<file path="config.mk">
export PLATFORM = sky130hd
export DESIGN_NAME = prio_irq_ctrl
export DESIGN_NICKNAME = d
export VERILOG_FILES = /design/src/rtl/prio_irq_pkg.sv /design/src/rtl/prio_irq_pend.sv /design/src/rtl/prio_irq_resolve.sv /design/src/rtl/prio_irq_ctrl.sv
export SDC_FILE = /design/constraint.sdc
export NUM_CORES = 1
export LEC_CHECK = 0
export ABC_AREA = 1
export BUFFER_PORTS_ARGS = -buffer_cell sky130_fd_sc_hd__buf_4
export CAP_MARGIN = 25
export CORE_ASPECT_RATIO = 0.75
export CORE_MARGIN = 5
export CORE_UTILIZATION = 40
export DETAILED_ROUTE_END_ITERATION = 12
export PLACE_DENSITY = 0.7
export SETUP_SLACK_MARGIN = 0.4
export SYNTH_ARGS = -nofsm -noshare
export SYNTH_HDL_FRONTEND = slang
export SYNTH_HIERARCHICAL = 1
export SYNTH_SLANG_ARGS = --single-unit
</file>
<file path="constraint.sdc">
create_clock -name clk -period 2 [get_ports clk]
set_input_delay 0.6 -clock clk [delete_from_list [all_inputs] [get_ports clk]]
set_output_delay 0.6 -clock clk [all_outputs]
set_load 0.05 [all_outputs]
</file>
<file path="src/rtl/prio_irq_pkg.sv">
package prio_irq_pkg;

   localparam int MAX_LINES = 32;

   typedef enum logic [1:0] {
      ADDR_PEND = 2'd0,
      ADDR_EN   = 2'd1
   } reg_addr_e;

endpackage

</file>
<file path="src/rtl/prio_irq_pend.sv">
module prio_irq_pend #(
   parameter int                   NUM_IRQ   = 6,
   parameter logic [NUM_IRQ-1:0]   EDGE_MASK = '0
) (
   input  logic               clk,
   input  logic               rst_n,
   input  logic [NUM_IRQ-1:0] line_i,
   input  logic [NUM_IRQ-1:0] clr_i,
   output logic [NUM_IRQ-1:0] pend_o
);

   for (genvar i = 0; i < NUM_IRQ; i++) begin : g_bit
      if (EDGE_MASK[i]) begin : g_edge
         logic prev_q;
         always_ff @(posedge clk or negedge rst_n) begin
            if (!rst_n) begin
               prev_q    <= 1'b0;
               pend_o[i] <= 1'b0;
            end else begin
               prev_q    <= line_i[i];
               pend_o[i] <= (line_i[i] & ~prev_q) | (pend_o[i] & ~clr_i[i]);
            end
         end

         assert_edge_hold_R3 : assert property (@(posedge clk) disable iff (!rst_n)
            (pend_o[i] && !clr_i[i]) |=> pend_o[i]);
         assert_edge_set_R1 : assert property (@(posedge clk) disable iff (!rst_n)
            $rose(line_i[i]) |=> pend_o[i]);
      end else begin : g_level
         always_ff @(posedge clk or negedge rst_n) begin
            if (!rst_n) pend_o[i] <= 1'b0;
            else        pend_o[i] <= line_i[i];
         end

         assert_level_clear_R2 : assert property (@(posedge clk) disable iff (!rst_n)
            !line_i[i] |=> !pend_o[i]);
         assert_level_set_R1 : assert property (@(posedge clk) disable iff (!rst_n)
            line_i[i] |=> pend_o[i]);
      end
   end

endmodule

</file>
<file path="src/rtl/prio_irq_resolve.sv">
module prio_irq_resolve #(
   parameter int                          NUM_IRQ = 6,
   parameter int                          NUM_LVL = 3,
   parameter int                          LVL_W   = 2,
   parameter logic [NUM_IRQ*LVL_W-1:0]    PRIO    = '0
) (
   input  logic               clk,
   input  logic               rst_n,
   input  logic [NUM_IRQ-1:0] qual_i,
   input  logic [LVL_W-1:0]   cur_i,
   output logic [LVL_W-1:0]   level_o,
   output logic               req_o
);

   logic [NUM_IRQ-1:0] lvl_mask [1:NUM_LVL];

   for (genvar l = 1; l <= NUM_LVL; l++) begin : g_lvl
      for (genvar i = 0; i < NUM_IRQ; i++) begin : g_src
         assign lvl_mask[l][i] = (PRIO[i*LVL_W +: LVL_W] == LVL_W'(l));
      end
   end

   for (genvar i = 0; i < NUM_IRQ; i++) begin : g_chk
      if (int'(PRIO[i*LVL_W +: LVL_W]) > NUM_LVL) begin : g_bad
         $error("prio_irq_resolve: source priority exceeds NUM_LVL");
      end
   end

   always_comb begin
      logic hit;
      hit     = 1'b0;
      level_o = '0;
      for (int l = NUM_LVL; l >= 1; l--) begin
         if (!hit && (LVL_W'(l) > cur_i) && |(lvl_mask[l] & qual_i)) begin
            hit     = 1'b1;
            level_o = LVL_W'(l);
         end
      end
      req_o = hit;
   end

   assert_above_cur_R6 : assert property (@(posedge clk) disable iff (!rst_n)
      req_o |-> (level_o > cur_i));
   assert_idle_zero_R7 : assert property (@(posedge clk) disable iff (!rst_n)
      !req_o |-> (level_o == '0));
   assert_needs_qual_R4 : assert property (@(posedge clk) disable iff (!rst_n)
      req_o |-> (qual_i != '0));

endmodule

</file>
<file path="src/rtl/prio_irq_ctrl.sv">
module prio_irq_ctrl
   import prio_irq_pkg::*;
#(
   parameter int                        LINE_W    = 8,
   parameter int                        NUM_IRQ   = 6,
   parameter int                        NUM_LVL   = 3,
   parameter int                        LVL_W     = $clog2(NUM_LVL + 1),
   parameter logic [NUM_IRQ-1:0]        EDGE_MASK = 6'b101010,
   parameter logic [NUM_IRQ*LVL_W-1:0]  PRIO      = 12'hFA5
) (
   input  logic              clk,
   input  logic              rst_n,
   input  logic [LINE_W-1:0] irq_lines,
   input  logic              reg_we,
   input  logic [1:0]        reg_addr,
   input  logic [LINE_W-1:0] reg_wdata,
   output logic [LINE_W-1:0] reg_rdata,
   input  logic [LVL_W-1:0]  cur_level,
   output logic [LVL_W-1:0]  irq_level,
   output logic              irq_req
);

   if (LINE_W > MAX_LINES || NUM_IRQ > LINE_W || NUM_IRQ < 1) begin : g_bad_width
      $error("prio_irq_ctrl: need 1 <= NUM_IRQ <= LINE_W <= 32");
   end
   if (NUM_LVL < 1 || LVL_W != $clog2(NUM_LVL + 1)) begin : g_bad_lvl
      $error("prio_irq_ctrl: LVL_W must equal clog2(NUM_LVL+1)");
   end

   logic [NUM_IRQ-1:0] en_q;
   logic [NUM_IRQ-1:0] pend;
   logic [NUM_IRQ-1:0] clr;
   logic [NUM_IRQ-1:0] qual;
   logic               wr_pend;
   logic               wr_en;

   assign wr_pend = reg_we && (reg_addr == ADDR_PEND);
   assign wr_en   = reg_we && (reg_addr == ADDR_EN);
   assign clr     = wr_pend ? reg_wdata[NUM_IRQ-1:0] : '0;

   always_ff @(posedge clk or negedge rst_n) begin
      if (!rst_n)     en_q <= '0;
      else if (wr_en) en_q <= reg_wdata[NUM_IRQ-1:0];
   end

   prio_irq_pend #(
      .NUM_IRQ   (NUM_IRQ),
      .EDGE_MASK (EDGE_MASK)
   ) u_pend (
      .clk    (clk),
      .rst_n  (rst_n),
      .line_i (irq_lines[NUM_IRQ-1:0]),
      .clr_i  (clr),
      .pend_o (pend)
   );

   assign qual = pend & en_q;

   prio_irq_resolve #(
      .NUM_IRQ (NUM_IRQ),
      .NUM_LVL (NUM_LVL),
      .LVL_W   (LVL_W),
      .PRIO    (PRIO)
   ) u_resolve (
      .clk     (clk),
      .rst_n   (rst_n),
      .qual_i  (qual),
      .cur_i   (cur_level),
      .level_o (irq_level),
      .req_o   (irq_req)
   );

   always_comb begin
      reg_rdata = '0;
      case (reg_addr)
         ADDR_PEND: reg_rdata[NUM_IRQ-1:0] = pend;
         ADDR_EN:   reg_rdata[NUM_IRQ-1:0] = en_q;
         default:   reg_rdata = '0;
      endcase
   end

   if (NUM_IRQ < LINE_W) begin : g_hi
      logic unused_hi;
      assign unused_hi = ^{irq_lines[LINE_W-1:NUM_IRQ], reg_wdata[LINE_W-1:NUM_IRQ]};

      assert_ignore_hi_R8 : assert property (@(posedge clk) disable iff (!rst_n)
         reg_rdata[LINE_W-1:NUM_IRQ] == '0);
   end

endmodule

</file>
After elaboration in Yosys (flattened, before gate mapping)
Cells that the tools add are included.
{ "word_totals": {"regBits": 15, "latch_bits": 0, "mem_bits_rw": 0, "mem_bits_ro": 0, "in_bits": 23, "output_inout_bits": 11, "memories": 0} }
{ "classes": {"add_sub_neg": 0, "mul": 0, "div_mod_pow": 0, "n_lt_le_gt_ge": 3, "n_eq_ne": 1, "shift": 0, "muxes": 8, "bitwise_logic": 16, "reduce_logical": 13} }
{ "op_table": {"columns": ["op", "count"], "rows": [
  ["6-bit case mux with 2 select lines", 1],
  ["1-bit logical AND", 7],
  ["1-bit AND", 6],
  ["6-bit AND", 1],
  ["2-bit two-way mux", 3],
  ["6-bit two-way mux", 1],
  ["1-bit NOT", 6],
  ["2-bit OR reduction", 3],
  ["2-bit greater-than comparator (first input constant)", 2],
  ["1-bit two-way mux", 3],
  ["1-bit bitwise OR", 3],
  ["2-bit by 1-bit equality test with 1-bit output (second input constant)", 1],
  ["1-bit by 2-bit greater-than comparator with 1-bit output (first input constant)", 1],
  ["1-bit logical NOT", 2],
  ["2-bit logical NOT", 1]
]} }

Longest topological paths before layout
Gate-level depths: netlist of run 1.
{ "logic_depth": {"word_depth": 12, "depth_mapped": 6, "ltp_nobuf": 6} }

Modules after synthesis
Netlist of run 1, hierarchy kept.
{ "by_module_without_submodules": {"columns": ["mod", "instances", "cells_per_inst", "area_per_inst_um2", "seq_area_each_um2"], "rows": [
  ["prio_irq_ctrl", 1, 76, 466.7, 150.1],
  ["prio_irq_pend", 1, 24, 281.5, 225.2],
  ["prio_irq_resolve", 1, 14, 57.6, 0.0]
]} }

Worst setup path before layout of run 1
No wires, ideal clock.
{ "synth_timing": {"path_kind": "input to output", "start": "input port reg_addr[1]", "end": "output port reg_rdata[0]", "arrival_time_ns": 1.292, "required_ns": 1.400, "slack_ns": 0.108, "stages": 4, "path_buffers": 1, "path_cell_list": "inv_1 > buf_2 > nand3_1 > nand2_1"} }
{ "synth_via": {"elab_chain_len": 2} }
{ "synth_lines": {"columns": ["element", "line_no", "rtl"], "rows": [
  ["from (decl)", "prio_irq_ctrl.sv:15", "input logic [1:0] reg_addr,"],
  ["2-bit by 1-bit equality test with 1-bit output / 2-bit logical NOT (equally long branches)", "prio_irq_ctrl.sv:75", "case (reg_addr)"],
  ["6-bit case mux with 2 select lines *", "prio_irq_ctrl.sv:75", null],
  ["to (decl)", "prio_irq_ctrl.sv:17", "output logic [LINE_W-1:0] reg_rdata,"]
]} }
Every way passes the cells marked *; elsewhere a longest branch is shown, timed or not.

Final worst setup path of run 1
{ "layout_timing": {"start": "input port reg_addr[0]", "end": "output port reg_rdata[1]"} }
Same word-level chain as after synthesis.

==> results.cfg, run 1 <==
[timing]
finClkSkew_ps = 0.03436
whs_ps = 133.9
rsz0062_at_grt = true
timing.final.ws_setup_ps = 74.12
fin_crit_sh = 0.9629
slew_violations = 0
period_minus_slack_ps = 1926
setup_viol = 0
fmax_ghz = 0.5192
final_hold_viol_count = 0

[global_route]
grt_pass1_wl_mm = 3.836
grt_max_degree = 16
overflow = 0
grt_pass1_vias = 839
gr-usage-all-layers = 0.1717
antenna_found_initial = 0

[die]
initial_core_util = 0.4378
die_h_microns = 48.32
ios = 34
coreArea_sq_um = 1789
die-area_sq_um = 2952
die_x_microns = 61.10
rows = 13

[detailed_routing]
drt_iter0_drc = 17
num_vias = 825
drt-wirelength-per-cell_microns = 13.47
drt-total-wl_mm = 2.343
drtPass1Iterations = 4
ant_nets = 0
drt-vias-per-instance = 4.741
drcViolationCount = 0

[cts]
root_buffer = clkbuf_4
clock_latency_ps = 300
cts_max_level = 1
clock-sinks = 15
cts-buffers-inserted = 3
clk_path_buf_depth = 2
hold_buffers = 0
cts_tree = yes
clkTransAtPathRegs_ps = 90

[place]
port_buffers = 27
hpwlAfterDp_mm = 1.498
place_ws_ps = -7.193
place_congestion = 0.7312
place_area_sq_um = 1201

[pwr]
ir_drop_v = 0.0005588
power_density_nw_per_um2 = 674.7
power_leakage_nw = 0.7784
power_mw = 1.016

[critical_path]
worstSetupPathType = in2out
critPathCaptureType = output port
arrival_ps = 1330
worst-endpoint-required_ps = 1400
rrSetupSlack_ps = 1140
worstPathMaxFanout = 4
startpoint_type = input pin

[outcome]
status = completed

[flow_run]
cap_viol_max_count = 0

[final_layout]
drive_gt1_frac = 0.5329
area_delta_synth_final_pct = 92.33
antenna_cells = 0
nNetsFinal = 176
utilization = 0.8420
fill_cells = 107
post-route-cell-area_sq_um = 1506

[synth]
syn-cell-area_sq_um = 783.3
synth_cells = 108
ys_warn_count = 6
avgSynthCellArea_sq_um = 7.252

[min_path]
hp-class = in2async
==> cell type report <==
class                      instances  area, sq um  area share
timing repair buffer              44        420.4      0.2791
clock buffer                       3        22.52     0.01495
tap                               22        27.53     0.01827
inverter                          19        76.32     0.05066
multi-input combinational         70        579.3      0.3846
clock inverter                     1        5.005    0.003322
sequential                        15        375.4      0.2492
==> critical path, cell delays in order <==
cell	delay, ps
buf_8	100
nor2_4	200
buf_4	160
nand2_4	60
nand2_8	70
buf_8	130
==> metal layers <==
layer	routed length [microns]	GRT usage	vias to the layer above
met2	1231	0.2958	32
li1	-	-	416
met5	0	0	-
met1	870	0.1967	370
met4	43	0.04332	0
met3	197	0.06085	7
==> registers in the layout, indices dropped and copies added (netlist names) <==
name / flops
u_pend/pend_o: 6
en_q: 6
u_pend/g_bit.g_edge.prev_q: 3
==> power breakdown <==
part	switching [mW]	internal (mW)
clock	0.105	0.0747
sequential	0.0188	0.334
combinational	0.276	0.207
==> placed cells by master (no fill, tap or decap), drive strengths merged <==
master	instances
nor2	6
dfrtp	15
buf	44
nand3	9
inv	19
nand2	45
o21ai	2
conb	2
nand4	6
clkinv	1
clkbuf	3
==> per-stage QoR <==
| step | setup TNS [ps] | instances |
|---|---|---|
| finish | 0 | 174 |
| global route | 0 | 174 |
| CTS | 0 | 170 |
| detailed placement | -14.45 | 155 |
| global placement | -75.41 | 155 |
| floorplan | 0 | 109 |
==> worst paths after layout <==
check                                   end                          start  cells after the start
max                            reg_rdata[1]                    reg_addr[0]                      6
max in group asynchronous  u_pend/pend_o[2]                          rst_n                      1
max reg2reg                         en_q[5]                        en_q[5]                      4
min reg2reg                u_pend/pend_o[1]  u_pend/g_bit[1].g_edge.prev_q                      3
min                        u_pend/pend_o[1]                          rst_n                      1
min in group clk           u_pend/pend_o[0]                   irq_lines[0]                      1
==> what timing repair did <==
item / 4_1_cts / 5_1_grt
resized for setup: 34 / 12
pin swaps: 11 / 7
hold endpoints to repair: 0 / 0
setup endpoints to repair: 9 / 9
buffers inserted: 11 / 4
Power figures use the tool's default switching activity.
==> run 2, diff against run 1 <==
- ABC_AREA: 1 -> unset
==> results.cfg, run 2 <==
[global_route]
antenna_found_initial = 0
gr-usage-all-layers = 0.1379
grt_max_degree = 16
grt_pass1_vias = 647
grt_pass1_wl_mm = 2.967
overflow = 0

[cts]
clock_latency_ps = 280
root_buffer = clkbuf_4
clock-sinks = 15
clkTransAtPathRegs_ps = 90
cts-buffers-inserted = 3
cts_max_level = 1
cts_tree = yes
clk_path_buf_depth = 2

[synth]
ys_warn_count = 6
synth_cells = 65
avgSynthCellArea_sq_um = 12.15
syn-cell-area_sq_um = 789.5

[die]
die-area_sq_um = 2972
die_x_microns = 61.30
die_h_microns = 48.48
ios = 34
rows = 13
coreArea_sq_um = 1805
initial_core_util = 0.4373

[critical_path]
worstSetupPathType = reg2out
cp_cell_sequence = and2_4 > or2_4 > o41ai_4 > buf_6
critPathCaptureType = output port
startpoint_type = flop
arrival_ps = 1500
slowest_delay_ps = 400
cp_slowest_cell = dfrtp_1
worst-endpoint-required_ps = 1400
worstPathMaxFanout = 3

[detailed_routing]
drt-vias-per-instance = 4.841
drt-wirelength-per-cell_microns = 15.25
drcViolationCount = 0
drt-total-wl_mm = 1.922
ant_nets = 0
num_vias = 610
drt_iter0_drc = 10
drtPass1Iterations = 3

[final_layout]
multi_input_area_sq_um = 558.0
drive_gt1_frac = 0.7404
seq_area_sq_um = 375.4
antenna_cells = 0
area_delta_synth_final_pct = 76.70
largest_registers = en_q x6, u_pend/pend_o x6, u_pend/g_bit.g_edge.prev_q x3
final_common_cell = buf_4
fill_cells = 117
post-route-cell-area_sq_um = 1395
nNetsFinal = 128
layout_common_cells = 23 x buf_4, 15 x dfrtp_1, 7 x nor2_4, 7 x buf_6, 7 x buf_8

[timing]
finClkSkew_ps = 0.1904
final_hold_viol_count = 0
period_minus_slack_ps = 2104
rsz0062_at_grt = true
slew_violations = 0
setup_viol = 1
timing.final.ws_setup_ps = -104.0
fmax_ghz = 0.4753
fin_crit_sh = 1.052

[pwr]
pwr-share-comb = 0.500
sw_frac_of_total = 0.3577
power_leakage_nw = 0.6650
p_int_mw = 0.6834
ir_drop_v = 0.0005355
p_seq_frac = 0.342
p_clk_frac = 0.158
power_density_nw_per_um2 = 762.7
switchingPower_mw = 0.3806

[outcome]
violations = negative setup slack
status = finished with violations

[place]
port_buffers = 27
place_area_sq_um = 1066
place_congestion = 0.6924
hpwlAfterDp_mm = 1.336
place_ws_ps = 43.89

[flow_run]
cap_viol_max_count = 0

[min_path]
hp-class = in2async
## run 2: metrics by stage
| step | TNS (ps) | cells | hold slack (ps) | power (mW) | util |
|---|---|---|---|---|---|
| 2_1_floorplan | -63.86 | 66 | 304.4 | 0.6260 | - |
| 3_3_place_gp | 0 | 111 | 426.4 | 0.7133 | 0.5904 |
| 3_5_place_dp | 0 | 111 | 440.4 | 0.7216 | 0.5904 |
| 4_1_cts | -198.4 | 123 | 142.0 | 1.020 | 0.7200 |
| 5_1_grt | -202.7 | 126 | 128.3 | 1.124 | 0.7727 |
| 6_report | -104.0 | 126 | 149.2 | 1.064 | 0.7727 |
## run 2: routing by layer
metal | up-vias | track usage | wire length (microns)
met3 | 2 | 0.04762 | 143
met2 | 19 | 0.2570 | 1091
met1 | 295 | 0.1466 | 673
li1 | 294 | - | -
met5 | - | 0 | 0
met4 | 0 | 0.02166 | 13
## run 2: power by group through the flow
stage | combinational [mW] | sequential [mW] | clock (mW)
after floorplan | 0.265 | 0.361 | 0
after global placement | 0.347 | 0.366 | 0
after detailed placement | 0.354 | 0.368 | 0
after CTS | 0.480 | 0.364 | 0.176
after global routing | 0.557 | 0.369 | 0.198
final | 0.532 | 0.364 | 0.168
## run 2: area by class of cell
type | count | share of cell area
Multi-Input combinational cell | 41 | 0.4000
Clock inverter | 1 | 0.003587
Clock buffer | 3 | 0.01614
Timing Repair Buffer | 38 | 0.2753
Sequential cell | 15 | 0.2691
Tap cell | 22 | 0.01973
Inverter | 6 | 0.01614
## run 2: repair_timing
| action | CTS | global route |
|---|---|---|
| buffers inserted | 8 | 3 |
| setup endpoints to repair | 9 | 9 |
| pin swaps | 9 | 1 |
| hold endpoints to repair | 0 | 0 |
| resized for setup | 33 | 14 |
| hold buffers | 0 | 0 |
## run 2: path summary, 6_finish.rpt
kind | start | endpoint | slack, ps | depth (start not counted)
hold / removal | rst_n | u_pend/g_bit[1].g_edge.prev_q | 150 | 1
min in group clk | irq_lines[5] | u_pend/g_bit[5].g_edge.prev_q | 420 | 1
hold reg to reg | u_pend/g_bit[5].g_edge.prev_q | u_pend/pend_o[5] | 450 | 1
setup / recovery | en_q[2] | irq_level[0] | -100 | 4
setup reg to reg | en_q[5] | en_q[5] | 1100 | 2
max in group asynchronous | rst_n | u_pend/pend_o[2] | 1670 | 1
## run 2: critical path, delay by kind of cell (launching register included)
kind | cells | cell delay (ps)
AO/OA/AOI/OAI | 1 | 220
AND/OR/NAND/NOR | 2 | 400
buffers and inverters | 1 | 200
flip-flops | 1 | 400
==> run 3, diff against run 2 <==
- CORE_UTILIZATION: 40 -> 45
- PLACE_DENSITY: 0.7 -> 0.77
==> results.cfg, run 3 (synthesis gave the netlist of run 2 again) <==
[outcome]
violations = negative setup slack
status = finished with violations

[critical_path]
critPathCaptureType = output port
worst-endpoint-required_ps = 1400
startpoint_type = flop
cp_cell_sequence = and2_4 > or2_4 > o41ai_4 > buf_6
cp_slowest_cell = dfrtp_1
worstSetupPathType = reg2out
slowest_delay_ps = 410
critPathBufInv = 1
crit_family = simple AND/OR/NAND/NOR gates
arrival_ps = 1530
worstPathMaxFanout = 2

[timing]
setup_viol = 2
fin_crit_sh = 1.064
rsz0062_at_grt = true
slew_violations = 0
finClkSkew_ps = 0.2196
period_minus_slack_ps = 2127
final_hold_viol_count = 0
fin_tns_setup_ps = -141.5
timing.final.ws_setup_ps = -127.4
fmax_ghz = 0.4701

[die]
initial_core_util = 0.4623
ios = 34
die_h_microns = 46.28
die_x_microns = 58.37
coreArea_sq_um = 1708
die-area_sq_um = 2701
rows = 13

[final_layout]
layout_common_cells = 21 x buf_4, 15 x dfrtp_1
antenna_cells = 0
largest_registers = en_q x6, u_pend/pend_o x6, u_pend/g_bit.g_edge.prev_q x3
final_common_cell = buf_4
fill_cells = 118
area_delta_synth_final_pct = 67.20
nNetsFinal = 123
final_cells = 121
drive_gt1_frac = 0.6970

[detailed_routing]
num_vias = 599
drtPass1Iterations = 2
drt-wirelength-per-cell_microns = 15.83
ant_nets = 0
drcViolationCount = 0
drt-vias-per-instance = 4.950
drt_iter0_drc = 4
drt-total-wl_mm = 1.916

[global_route]
gr-usage-all-layers = 0.1490
grt_pass1_wl_mm = 2.946
antenna_found_initial = 0
grt_max_degree = 16
overflow = 0
grt_pass1_vias = 625

[place]
hpwlAfterDp_mm = 1.286
place_ws_ps = 57.53
port_buffers = 27
place_inst = 111
place_congestion = 0.7292

[cts]
cts_tree = yes
clock-sinks = 15
clkTransAtPathRegs_ps = 90
clk_path_buf_depth = 2
clock_latency_ps = 270
cts-buffers-inserted = 3
cts_max_level = 1
root_buffer = clkbuf_4

[pwr]
power_leakage_nw = 0.6269
ir_drop_v = 0.0005029
power_density_nw_per_um2 = 766.5

[flow_run]
cap_viol_max_count = 0

[min_path]
hp-class = in2async
-- run 3: final timing paths --
path | startpoint | cells past startpoint | slack (ps) | end
worst max-delay path | u_pend/pend_o[3] | 4 | -130 | irq_level[0]
worst max register to register | u_pend/pend_o[3] | 4 | 1070 | u_pend/pend_o[3]
min in group clk | irq_lines[4] | 1 | 420 | u_pend/pend_o[4]
worst min-delay path | rst_n | 1 | 160 | en_q[5]
worst min register to register | u_pend/g_bit[1].g_edge.prev_q | 1 | 450 | u_pend/pend_o[1]
max in group asynchronous | rst_n | 1 | 1670 | u_pend/pend_o[2]
-- run 3: layout make-up --
type,count,area [sq um],area share
multi-input combinational,41,536.8,0.4066
timing repair buffer,33,331.6,0.2512
inverter,6,22.52,0.01706
tap,22,27.53,0.02085
clock buffer,4,26.28,0.01991
sequential,15,375.4,0.2844
-- run 3: layer usage --
layer / GRT usage / vias up / routed length, microns
met2: 0.2539 / 17 / 1069
met1: 0.1862 / 298 / 717
met5: 0 / - / 0
met3: 0.03361 / 0 / 130
met4: 0.05556 / 0 / 0
li1: - / 284 / -
-- run 3: stage by stage --
step / hold slack, ps / util / power, mW / instance area [sq um]
floorplan: 304.4 / - / 0.6260 / 873.3
global route: 165.3 / 0.7729 / 1.058 / 1320
CTS: 156.9 / 0.7348 / 0.9855 / 1255
finish: 157.4 / 0.7729 / 1.012 / 1320
detailed placement: 437.5 / 0.6242 / 0.7203 / 1066
global placement: 429.4 / 0.6242 / 0.7123 / 1066
-- run 3: what timing repair did --
| action | 4_1_cts | 5_1_grt |
|---|---|---|
| hold buffers | 0 | 0 |
| gates cloned | 0 | 0 |
| endpoints found under the hold margin | 0 | 0 |
| pin swaps | 4 | 3 |
| setup buffers | 2 | 4 |
| gates resized for setup | 31 | 8 |
| setup endpoints to repair | 9 | 9 |
-- run 3: power by group --
group | total [mW] | switching [mW] | internal [mW]
sequential | 0.374 | 0.0364 | 0.338
combinational | 0.471 | 0.235 | 0.236
clock | 0.167 | 0.0897 | 0.0772
